===== config.mk =====
export PLATFORM = sky130hd
export DESIGN_NAME = ser_regprog_slave
export DESIGN_NICKNAME = d
export VERILOG_FILES = /design/src/rtl/ser_regprog_pkg.sv /design/src/rtl/ser_regprog_sync.sv /design/src/rtl/ser_regprog_frame.sv /design/src/rtl/ser_regprog_tx.sv /design/src/rtl/ser_regprog_slave.sv
export SDC_FILE = /design/constraint.sdc
export NUM_CORES = 1
export LEC_CHECK = 0
export BUFFER_PORTS_ARGS = -buffer_cell sky130_fd_sc_hd__buf_2
export CAP_MARGIN = 20
export CORE_MARGIN = 1
export CORE_UTILIZATION = 43
export CTS_CLUSTER_DIAMETER = 50
export DETAILED_ROUTE_END_ITERATION = 8
export PLACE_DENSITY = 0.57
export SYNTH_ARGS = -nofsm -noshare
export SYNTH_HDL_FRONTEND = slang
export SYNTH_SLANG_ARGS = --single-unit

===== constraint.sdc =====
create_clock -name clk_i -period 3.1 [get_ports clk_i]
set_clock_uncertainty 0.1 [all_clocks]
set_input_delay 0.155 -clock clk_i [delete_from_list [all_inputs] [get_ports clk_i]]
set_output_delay 0.155 -clock clk_i [all_outputs]
set_load 0.01 [all_outputs]

===== src/rtl/ser_regprog_pkg.sv =====
package ser_regprog_pkg;
  typedef enum logic [1:0] {
    ST_IDLE  = 2'd0,
    ST_HUNT  = 2'd1,
    ST_SHIFT = 2'd2,
    ST_SKIP  = 2'd3
  } frm_state_e;

  // index of the sync bus bits
  localparam int unsigned SIG_CS   = 0;
  localparam int unsigned SIG_SCLK = 1;
  localparam int unsigned SIG_SDI  = 2;
  localparam int unsigned SIG_N    = 3;
endpackage


===== src/rtl/ser_regprog_sync.sv =====
module ser_regprog_sync #(
  parameter int unsigned N      = 3,
  parameter int unsigned STAGES = 2,
  parameter logic [N-1:0] RST_VAL = '0
) (
  input  logic         clk_i,
  input  logic         rst_ni,
  input  logic [N-1:0] din_i,
  output logic [N-1:0] lvl_o,
  output logic [N-1:0] rise_o,
  output logic [N-1:0] fall_o
);
  for (genvar g = 0; g < N; g++) begin : g_bit
    logic [STAGES:0] pipe_q;
    always_ff @(posedge clk_i or negedge rst_ni) begin
      if (!rst_ni) pipe_q <= {(STAGES+1){RST_VAL[g]}};
      else         pipe_q <= {pipe_q[STAGES-1:0], din_i[g]};
    end
    assign lvl_o[g]  = pipe_q[STAGES-1];
    assign rise_o[g] = pipe_q[STAGES-1] & ~pipe_q[STAGES];
    assign fall_o[g] = ~pipe_q[STAGES-1] & pipe_q[STAGES];
  end
endmodule


===== src/rtl/ser_regprog_frame.sv =====
module ser_regprog_frame
  import ser_regprog_pkg::*;
#(
  parameter int unsigned ADDR_W = 8,
  parameter int unsigned DATA_W = 8
) (
  input  logic              clk_i,
  input  logic              rst_ni,
  input  logic              mode_i,
  input  logic              cs_lvl_i,
  input  logic              cs_fall_i,
  input  logic              sclk_fall_i,
  input  logic              sdi_i,
  output logic              we_o,
  output logic              re_o,
  output logic [ADDR_W-1:0] addr_o,
  output logic [DATA_W-1:0] wdata_o
);
  localparam int unsigned SH_W      = ADDR_W + DATA_W;
  localparam int unsigned LAST_CNT  = 1 + ADDR_W + DATA_W;
  localparam int unsigned ADDR_CNT  = 1 + ADDR_W;
  localparam int unsigned CNT_W     = $clog2(LAST_CNT + 1);

  frm_state_e        state_q, state_d;
  logic [CNT_W-1:0]  cnt_q, cnt_d, cnt_nx;
  logic [SH_W-1:0]   sh_q, sh_d;
  logic              op_q, op_d;
  logic              pend_q, pend_d;
  logic [ADDR_W-1:0] pa_q, pa_d;
  logic [DATA_W-1:0] pd_q, pd_d;
  logic              we_d, re_d;
  logic [ADDR_W-1:0] addr_d;
  logic [DATA_W-1:0] wdata_d;

  assign cnt_nx = cnt_q + CNT_W'(1);

  always_comb begin
    state_d = state_q;
    cnt_d   = cnt_q;
    sh_d    = sh_q;
    op_d    = op_q;
    pend_d  = pend_q;
    pa_d    = pa_q;
    pd_d    = pd_q;
    we_d    = 1'b0;
    re_d    = 1'b0;
    addr_d  = addr_o;
    wdata_d = wdata_o;

    // deferred commit: any fall after the frame end, regardless of chip select
    if (sclk_fall_i && pend_q) begin
      we_d    = 1'b1;
      addr_d  = pa_q;
      wdata_d = pd_q;
      pend_d  = 1'b0;
    end

    if (!mode_i) begin
      state_d = ST_IDLE;
      pend_d  = 1'b0;
      we_d    = 1'b0;
    end else if (cs_fall_i) begin
      state_d = ST_HUNT;
    end else begin
      unique case (state_q)
        ST_IDLE: ;
        ST_HUNT: begin
          if (cs_lvl_i) state_d = ST_IDLE;
          else if (sclk_fall_i) begin
            cnt_d   = '0;
            state_d = sdi_i ? ST_SHIFT : ST_SKIP;
          end
        end
        ST_SKIP: if (cs_lvl_i) state_d = ST_IDLE;
        ST_SHIFT: begin
          if (sclk_fall_i) begin
            cnt_d = cnt_nx;
            if (cnt_q == '0) op_d = sdi_i;
            else             sh_d = {sh_q[SH_W-2:0], sdi_i};
            if (cnt_nx == CNT_W'(ADDR_CNT) && op_q) begin
              re_d   = 1'b1;
              addr_d = {sh_q[ADDR_W-2:0], sdi_i};
            end
            if (cnt_nx == CNT_W'(LAST_CNT)) begin
              if (!op_q) begin
                pend_d = 1'b1;
                pa_d   = sh_q[SH_W-2:DATA_W-1];
                pd_d   = {sh_q[DATA_W-2:0], sdi_i};
              end
              state_d = cs_lvl_i ? ST_IDLE : ST_HUNT;
            end
          end
        end
        default: state_d = ST_IDLE;
      endcase
    end
  end

  always_ff @(posedge clk_i or negedge rst_ni) begin
    if (!rst_ni) begin
      state_q <= ST_IDLE;
      cnt_q   <= '0;
      sh_q    <= '0;
      op_q    <= 1'b0;
      pend_q  <= 1'b0;
      pa_q    <= '0;
      pd_q    <= '0;
      we_o    <= 1'b0;
      re_o    <= 1'b0;
      addr_o  <= '0;
      wdata_o <= '0;
    end else begin
      state_q <= state_d;
      cnt_q   <= cnt_d;
      sh_q    <= sh_d;
      op_q    <= op_d;
      pend_q  <= pend_d;
      pa_q    <= pa_d;
      pd_q    <= pd_d;
      we_o    <= we_d;
      re_o    <= re_d;
      addr_o  <= addr_d;
      wdata_o <= wdata_d;
    end
  end

  AST_WE_PULSE: assert property (@(posedge clk_i) disable iff (!rst_ni)
    we_o |=> !we_o);
  AST_RE_PULSE: assert property (@(posedge clk_i) disable iff (!rst_ni)
    re_o |=> !re_o);
  AST_WE_NEEDS_MODE: assert property (@(posedge clk_i) disable iff (!rst_ni)
    we_o |-> $past(mode_i));
  AST_CNT_BOUND: assert property (@(posedge clk_i) disable iff (!rst_ni)
    (state_q == ST_SHIFT) |-> (cnt_q < CNT_W'(LAST_CNT)));
  AST_SKIP_SILENT: assert property (@(posedge clk_i) disable iff (!rst_ni)
    (state_q == ST_SKIP) |=> !re_o);
endmodule


===== src/rtl/ser_regprog_tx.sv =====
module ser_regprog_tx #(
  parameter int unsigned DATA_W = 8
) (
  input  logic              clk_i,
  input  logic              rst_ni,
  input  logic              mode_i,
  input  logic              load_i,
  input  logic [DATA_W-1:0] data_i,
  input  logic              shift_i,
  output logic              sdo_o
);
  localparam int unsigned LEFT_W = $clog2(DATA_W + 1);

  logic [DATA_W-1:0] sh_q;
  logic [LEFT_W-1:0] left_q;

  always_ff @(posedge clk_i or negedge rst_ni) begin
    if (!rst_ni) begin
      sh_q   <= '0;
      left_q <= '0;
      sdo_o  <= 1'b0;
    end else if (!mode_i) begin
      left_q <= '0;
      sdo_o  <= 1'b0;
    end else if (load_i) begin
      sh_q   <= data_i;
      left_q <= LEFT_W'(DATA_W);
    end else if (shift_i) begin
      if (left_q != '0) begin
        sdo_o  <= sh_q[DATA_W-1];
        sh_q   <= {sh_q[DATA_W-2:0], 1'b0};
        left_q <= left_q - LEFT_W'(1);
      end else begin
        sdo_o <= 1'b0;
      end
    end
  end

  AST_LEFT_BOUND: assert property (@(posedge clk_i) disable iff (!rst_ni)
    left_q <= LEFT_W'(DATA_W));
endmodule


===== src/rtl/ser_regprog_slave.sv =====
module ser_regprog_slave
  import ser_regprog_pkg::*;
#(
  parameter int unsigned ADDR_W      = 8,
  parameter int unsigned DATA_W      = 8,
  parameter int unsigned SYNC_STAGES = 2
) (
  input  logic              clk_i,
  input  logic              rst_ni,
  input  logic              ser_mode_i,
  input  logic              scs_ni,
  input  logic              sclk_i,
  input  logic              sdi_i,
  output logic              sdo_o,
  output logic              reg_we_o,
  output logic              reg_re_o,
  output logic [ADDR_W-1:0] reg_addr_o,
  output logic [DATA_W-1:0] reg_wdata_o,
  input  logic [DATA_W-1:0] reg_rdata_i
);
  localparam logic [SIG_N-1:0] SYNC_RST = SIG_N'((1 << SIG_CS) | (1 << SIG_SCLK));

  logic [SIG_N-1:0] raw, lvl, rise, fall;

  assign raw[SIG_CS]   = scs_ni;
  assign raw[SIG_SCLK] = sclk_i;
  assign raw[SIG_SDI]  = sdi_i;

  ser_regprog_sync #(
    .N      (SIG_N),
    .STAGES (SYNC_STAGES),
    .RST_VAL(SYNC_RST)
  ) u_sync (
    .clk_i (clk_i),
    .rst_ni(rst_ni),
    .din_i (raw),
    .lvl_o (lvl),
    .rise_o(rise),
    .fall_o(fall)
  );

  ser_regprog_frame #(
    .ADDR_W(ADDR_W),
    .DATA_W(DATA_W)
  ) u_frame (
    .clk_i      (clk_i),
    .rst_ni     (rst_ni),
    .mode_i     (ser_mode_i),
    .cs_lvl_i   (lvl[SIG_CS]),
    .cs_fall_i  (fall[SIG_CS]),
    .sclk_fall_i(fall[SIG_SCLK]),
    .sdi_i      (lvl[SIG_SDI]),
    .we_o       (reg_we_o),
    .re_o       (reg_re_o),
    .addr_o     (reg_addr_o),
    .wdata_o    (reg_wdata_o)
  );

  ser_regprog_tx #(
    .DATA_W(DATA_W)
  ) u_tx (
    .clk_i  (clk_i),
    .rst_ni (rst_ni),
    .mode_i (ser_mode_i),
    .load_i (reg_re_o),
    .data_i (reg_rdata_i),
    .shift_i(rise[SIG_SCLK]),
    .sdo_o  (sdo_o)
  );

  AST_WE_ON_FALL: assert property (@(posedge clk_i) disable iff (!rst_ni)
    reg_we_o |-> $past(fall[SIG_SCLK]));
  AST_RE_ON_FALL: assert property (@(posedge clk_i) disable iff (!rst_ni)
    reg_re_o |-> $past(fall[SIG_SCLK]));
  AST_SDO_ON_RISE: assert property (@(posedge clk_i) disable iff (!rst_ni)
    (sdo_o != $past(sdo_o)) |-> ($past(rise[SIG_SCLK]) || !$past(ser_mode_i)));
  AST_SDO_MODE_OFF: assert property (@(posedge clk_i) disable iff (!rst_ni)
    !ser_mode_i |=> !sdo_o);
  AST_NO_WE_RE: assert property (@(posedge clk_i) disable iff (!rst_ni)
    !(reg_we_o && reg_re_o));
endmodule


==> impl_results.md <==
* Initial antenna violation count at 0
* Post-synth EDFFs at 0
* Yosys top cell by area: dfrtp_1
* First-pass GRT wire length at between 10,000 and 15,000 um
* Clk slew on worst S/H paths at 0.09 ns
* DIE AREA at between 8000 and 9000 um2
* Synth Net Count at between 200 and 300
* Max_cap viols at 0
* Yosys top cell area share at 0.533
* Number of nets with antenna violations after routing at 0
* Num CTS Buffers at 9
* Post-synthesis sequential area ratio at 0.579
* RSZ-0062 raised after global routing: false
* Die Ht at about 91 um
* CP required at 3.23 ns
* Vias at approximately 2,100
* Synth warn at 0
* Multi-input logic area at ~1300 um2
* Initial DRC count at 100
* CP Launch Type: register
* Initial core utilization at 0.444
* Clk_lat worst skew at approximately 0.35 ns
* Syn_area_per_cell at about 13 um2
* Total GRT Usage at 0.161
* Placed wire-length estimate at 3870 um
* Status: completed
* Max-slew headroom at 0.600
* Ranking of synthesized cells by area: dfrtp_1 (53%), mux2_2 (18%), dfstp_2 (4.6%), nand2b_1 (2.0%), a2bb2oi_1 (1.8%)
* Reg2reg path depth at 6
* Vias per cell at between 5 and 6
* Top cells by count, synth: dfrtp_1 (73), mux2_2 (55), inv_1 (11), nand2b_1 (11), nand2_1 (9)
* Clock Sinks at between 70 and 80
* Worst setup path end: u_frame.addr_o[0]$_DFF_PN0_
* Flop2flop setup slack at between 0.4 and 0.5 ns
* Global placement routability congestion at between 0.7 and 0.8
* P per Cell Area at between 500 and 600 nW/um2
* Buffers on Ports at 32
* Arrival @ worst endpoint at around 2.7 ns
* Net count, final at 323
* CP Capture Type: register
* Die width at 91.3 um
* TritonRoute pass-1 iters at 4
* Post-synthesis instance area at between 3000 and 4000 um2
* # DRC at 0
* Max incr delay on CP at between 0.5 and 0.6 ns
* Sequential cell area at between 1500 and 2000 um2
* Core ar. at 7730 um2
* Worst-path fanout max at 9
* Crit-path cells: ha_1, nor2b_1, or4_1, a2111oi_4, buf_4, mux2_2
* I/O Pins at 33
* Max rail drop VDD at approximately 220 uV
* R2r endpoint: u_frame.addr_o[0]$_DFF_PN0_
* Ant diodes at 0
* Fraction of registers with async set or reset after synthesis at 1.00
* Post-Synthesis Cells at between 200 and 300
* Final setup TNS at 0 ns
* Largest net degree at the start of global routing at 80
* #FFs+latches synth at 79
* Post-synth cell types at 41
* WL per Instance at between 10 and 15 um
* Post-DP Area at between 3000 and 4000 um2
* Root Buffer: clkbuf_8
* Critical path class: reg2reg
* Fmax at approximately 0.38 GHz
* Hold Vio Cnt, Final at 0
* Global route overflow at 0
* Post-CTS setup buffers at 0
* CTS H-tree lvls at 3
* Final Cycle Share at 0.841
* Critical Path Source: u_frame.cnt_q[0]$_DFFE_PN0P_
* Fin area at 3980 um2
* Layout area overhead at 16.2%
* Slowest CP cell: or4_1
* Slew Limit Fails at 0
* FF-to-FF Start: u_frame.cnt_q[0]$_DFFE_PN0P_
* FP Rows at 32
* Vias in the first global route at approximately 2,000
* Buffer depth of the longest clock path at 2
* HP Class: in2reg
* Fillers at 681
* Worst Max-Slew Pin Slew at 0.600 ns
* Final worst path period need at 2.61 ns
* TritonCTS clock tree: done
* Layout cells sized above 1 at 0.390
* Final setup violating endpoints at 0
* Power, Total at approximately 2.1 mW
* Final WL at roughly 6000 um
* Pleak at 1.91 nW
* Synth Flop Type: dfrtp_1
* Count leader, synth: dfrtp_1
placed cells by master (no fill, tap or decap), types with 2 or more instances in the layout:
cell type	count
dfrtp_1	73
o21a_1	2
nand2b_1	11
a31oi_1	3
dfstp_2	6
a21oi_1	6
o211ai_1	2
buf_4	7
o31ai_1	7
nor3_1	4
ha_1	4
or3b_2	2
xnor2_1	2
a2111oi_4	2
clkbuf_8	9
a2bb2oi_1	7
nor2b_1	4
dlygate4sd3_1	5
o21ai_0	7
inv_6	2
a211oi_1	3
nand3_1	6
nand2_1	9
mux2_2	55
clkinv_2	2
inv_1	11
buf_2	31
nor2_1	8
layer usage:
| layer | share of wire | wire [um] | GRT usage |
|---|---|---|---|
| met5 | 0 | 0 | 0 |
| met4 | 0.021 | 123 | 0.0833 |
| met3 | 0.029 | 171 | 0.0377 |
| met2 | 0.45 | 2720 | 0.237 |
| met1 | 0.50 | 2970 | 0.222 |
sequential cells by signal, summed over array words and instances, names as in the netlist:
name and flops:
u_frame.state_q 2, u_tx.sh_q 8, u_frame.addr_o 8, u_frame.wdata_o 8, u_frame.pd_q 8, u_tx.sdo_o 1
u_tx.left_q 4, u_sync.g_bit.pipe_q 8, u_frame.pa_q 8, u_frame.cnt_q 5, u_frame.we_o 1, u_frame.re_o 1
u_frame.pend_q 1, u_frame.sh_q 15, u_frame.op_q 1
critical path, delay by kind of cell (launching register included):
kind / cells / cell delay [ns]
buf+inv: 1 / 0.24
mux: 1 / 0.35
fa+ha+maj: 1 / 0.29
flops: 1 / 0.43
compound gates: 1 / 0.35
simple gates: 2 / 0.72
final cells by class:
class	instances	share of cell area
Clock buffer	9	0.0311
Clock inverter	7	0.0195
Inverter	11	0.0104
Multi-Input combinational cell	160	0.337
Sequential cell	79	0.498
Tap cell	102	0.0320
Timing Repair Buffer	44	0.0716
timing repair:
item,CTS,global route
hold buffers,5,0
resized for setup,0,0
endpoints found under the hold margin,77,0
cell families after synthesis:
family	after synthesis	synth area share
adders and majority gates	4	0.0146
and+or+nand+nor	54	0.0865
AOI/OAI and AO/OA	43	0.0993
buffers and inverters	22	0.0292
DFF	79	0.579
xor gates and xnor gates	3	0.00767
muxes	56	0.184
where the power goes:
group,internal [mW],switching [mW],total [mW]
clock,0.382,0.391,0.773
sequential,1.10,0.0404,1.14
combinational,0.0763,0.0713,0.148
total,1.56,0.503,2.06
how the worst min path moves through the flow:
stage | start | to | cells after the start
CTS | reg_rdata_i[5] | u_tx.sh_q[5]$_DFFE_PN0P_ | 4
finish | reg_rdata_i[5] | u_tx.sh_q[5]$_DFFE_PN0P_ | 4
detailed placement | scs_ni | u_sync.g_bit[0].pipe_q[0]$_DFF_PN1_ | 1
global placement | scs_ni | u_sync.g_bit[0].pipe_q[0]$_DFF_PN1_ | 1
global route | reg_rdata_i[2] | u_tx.sh_q[2]$_DFFE_PN0P_ | 4
floorplan | rst_ni | u_frame.addr_o[0]$_DFF_PN0_ | 0
per-stage QoR:
step / utilization / hold WS [ns] / cells / worst slack, ns
2_1_floorplan: - / -0.241 / 261 / 0.497
3_3_place_gp: 0.479 / 0.160 / 390 / 0.568
3_5_place_dp: 0.479 / 0.161 / 390 / 0.522
4_1_cts: 0.512 / 0.0563 / 411 / 0.492
5_1_grt: 0.516 / 0.0732 / 412 / 0.360
6_report: 0.516 / 0.0743 / 412 / 0.493
(Power assumes the default switching activity.)
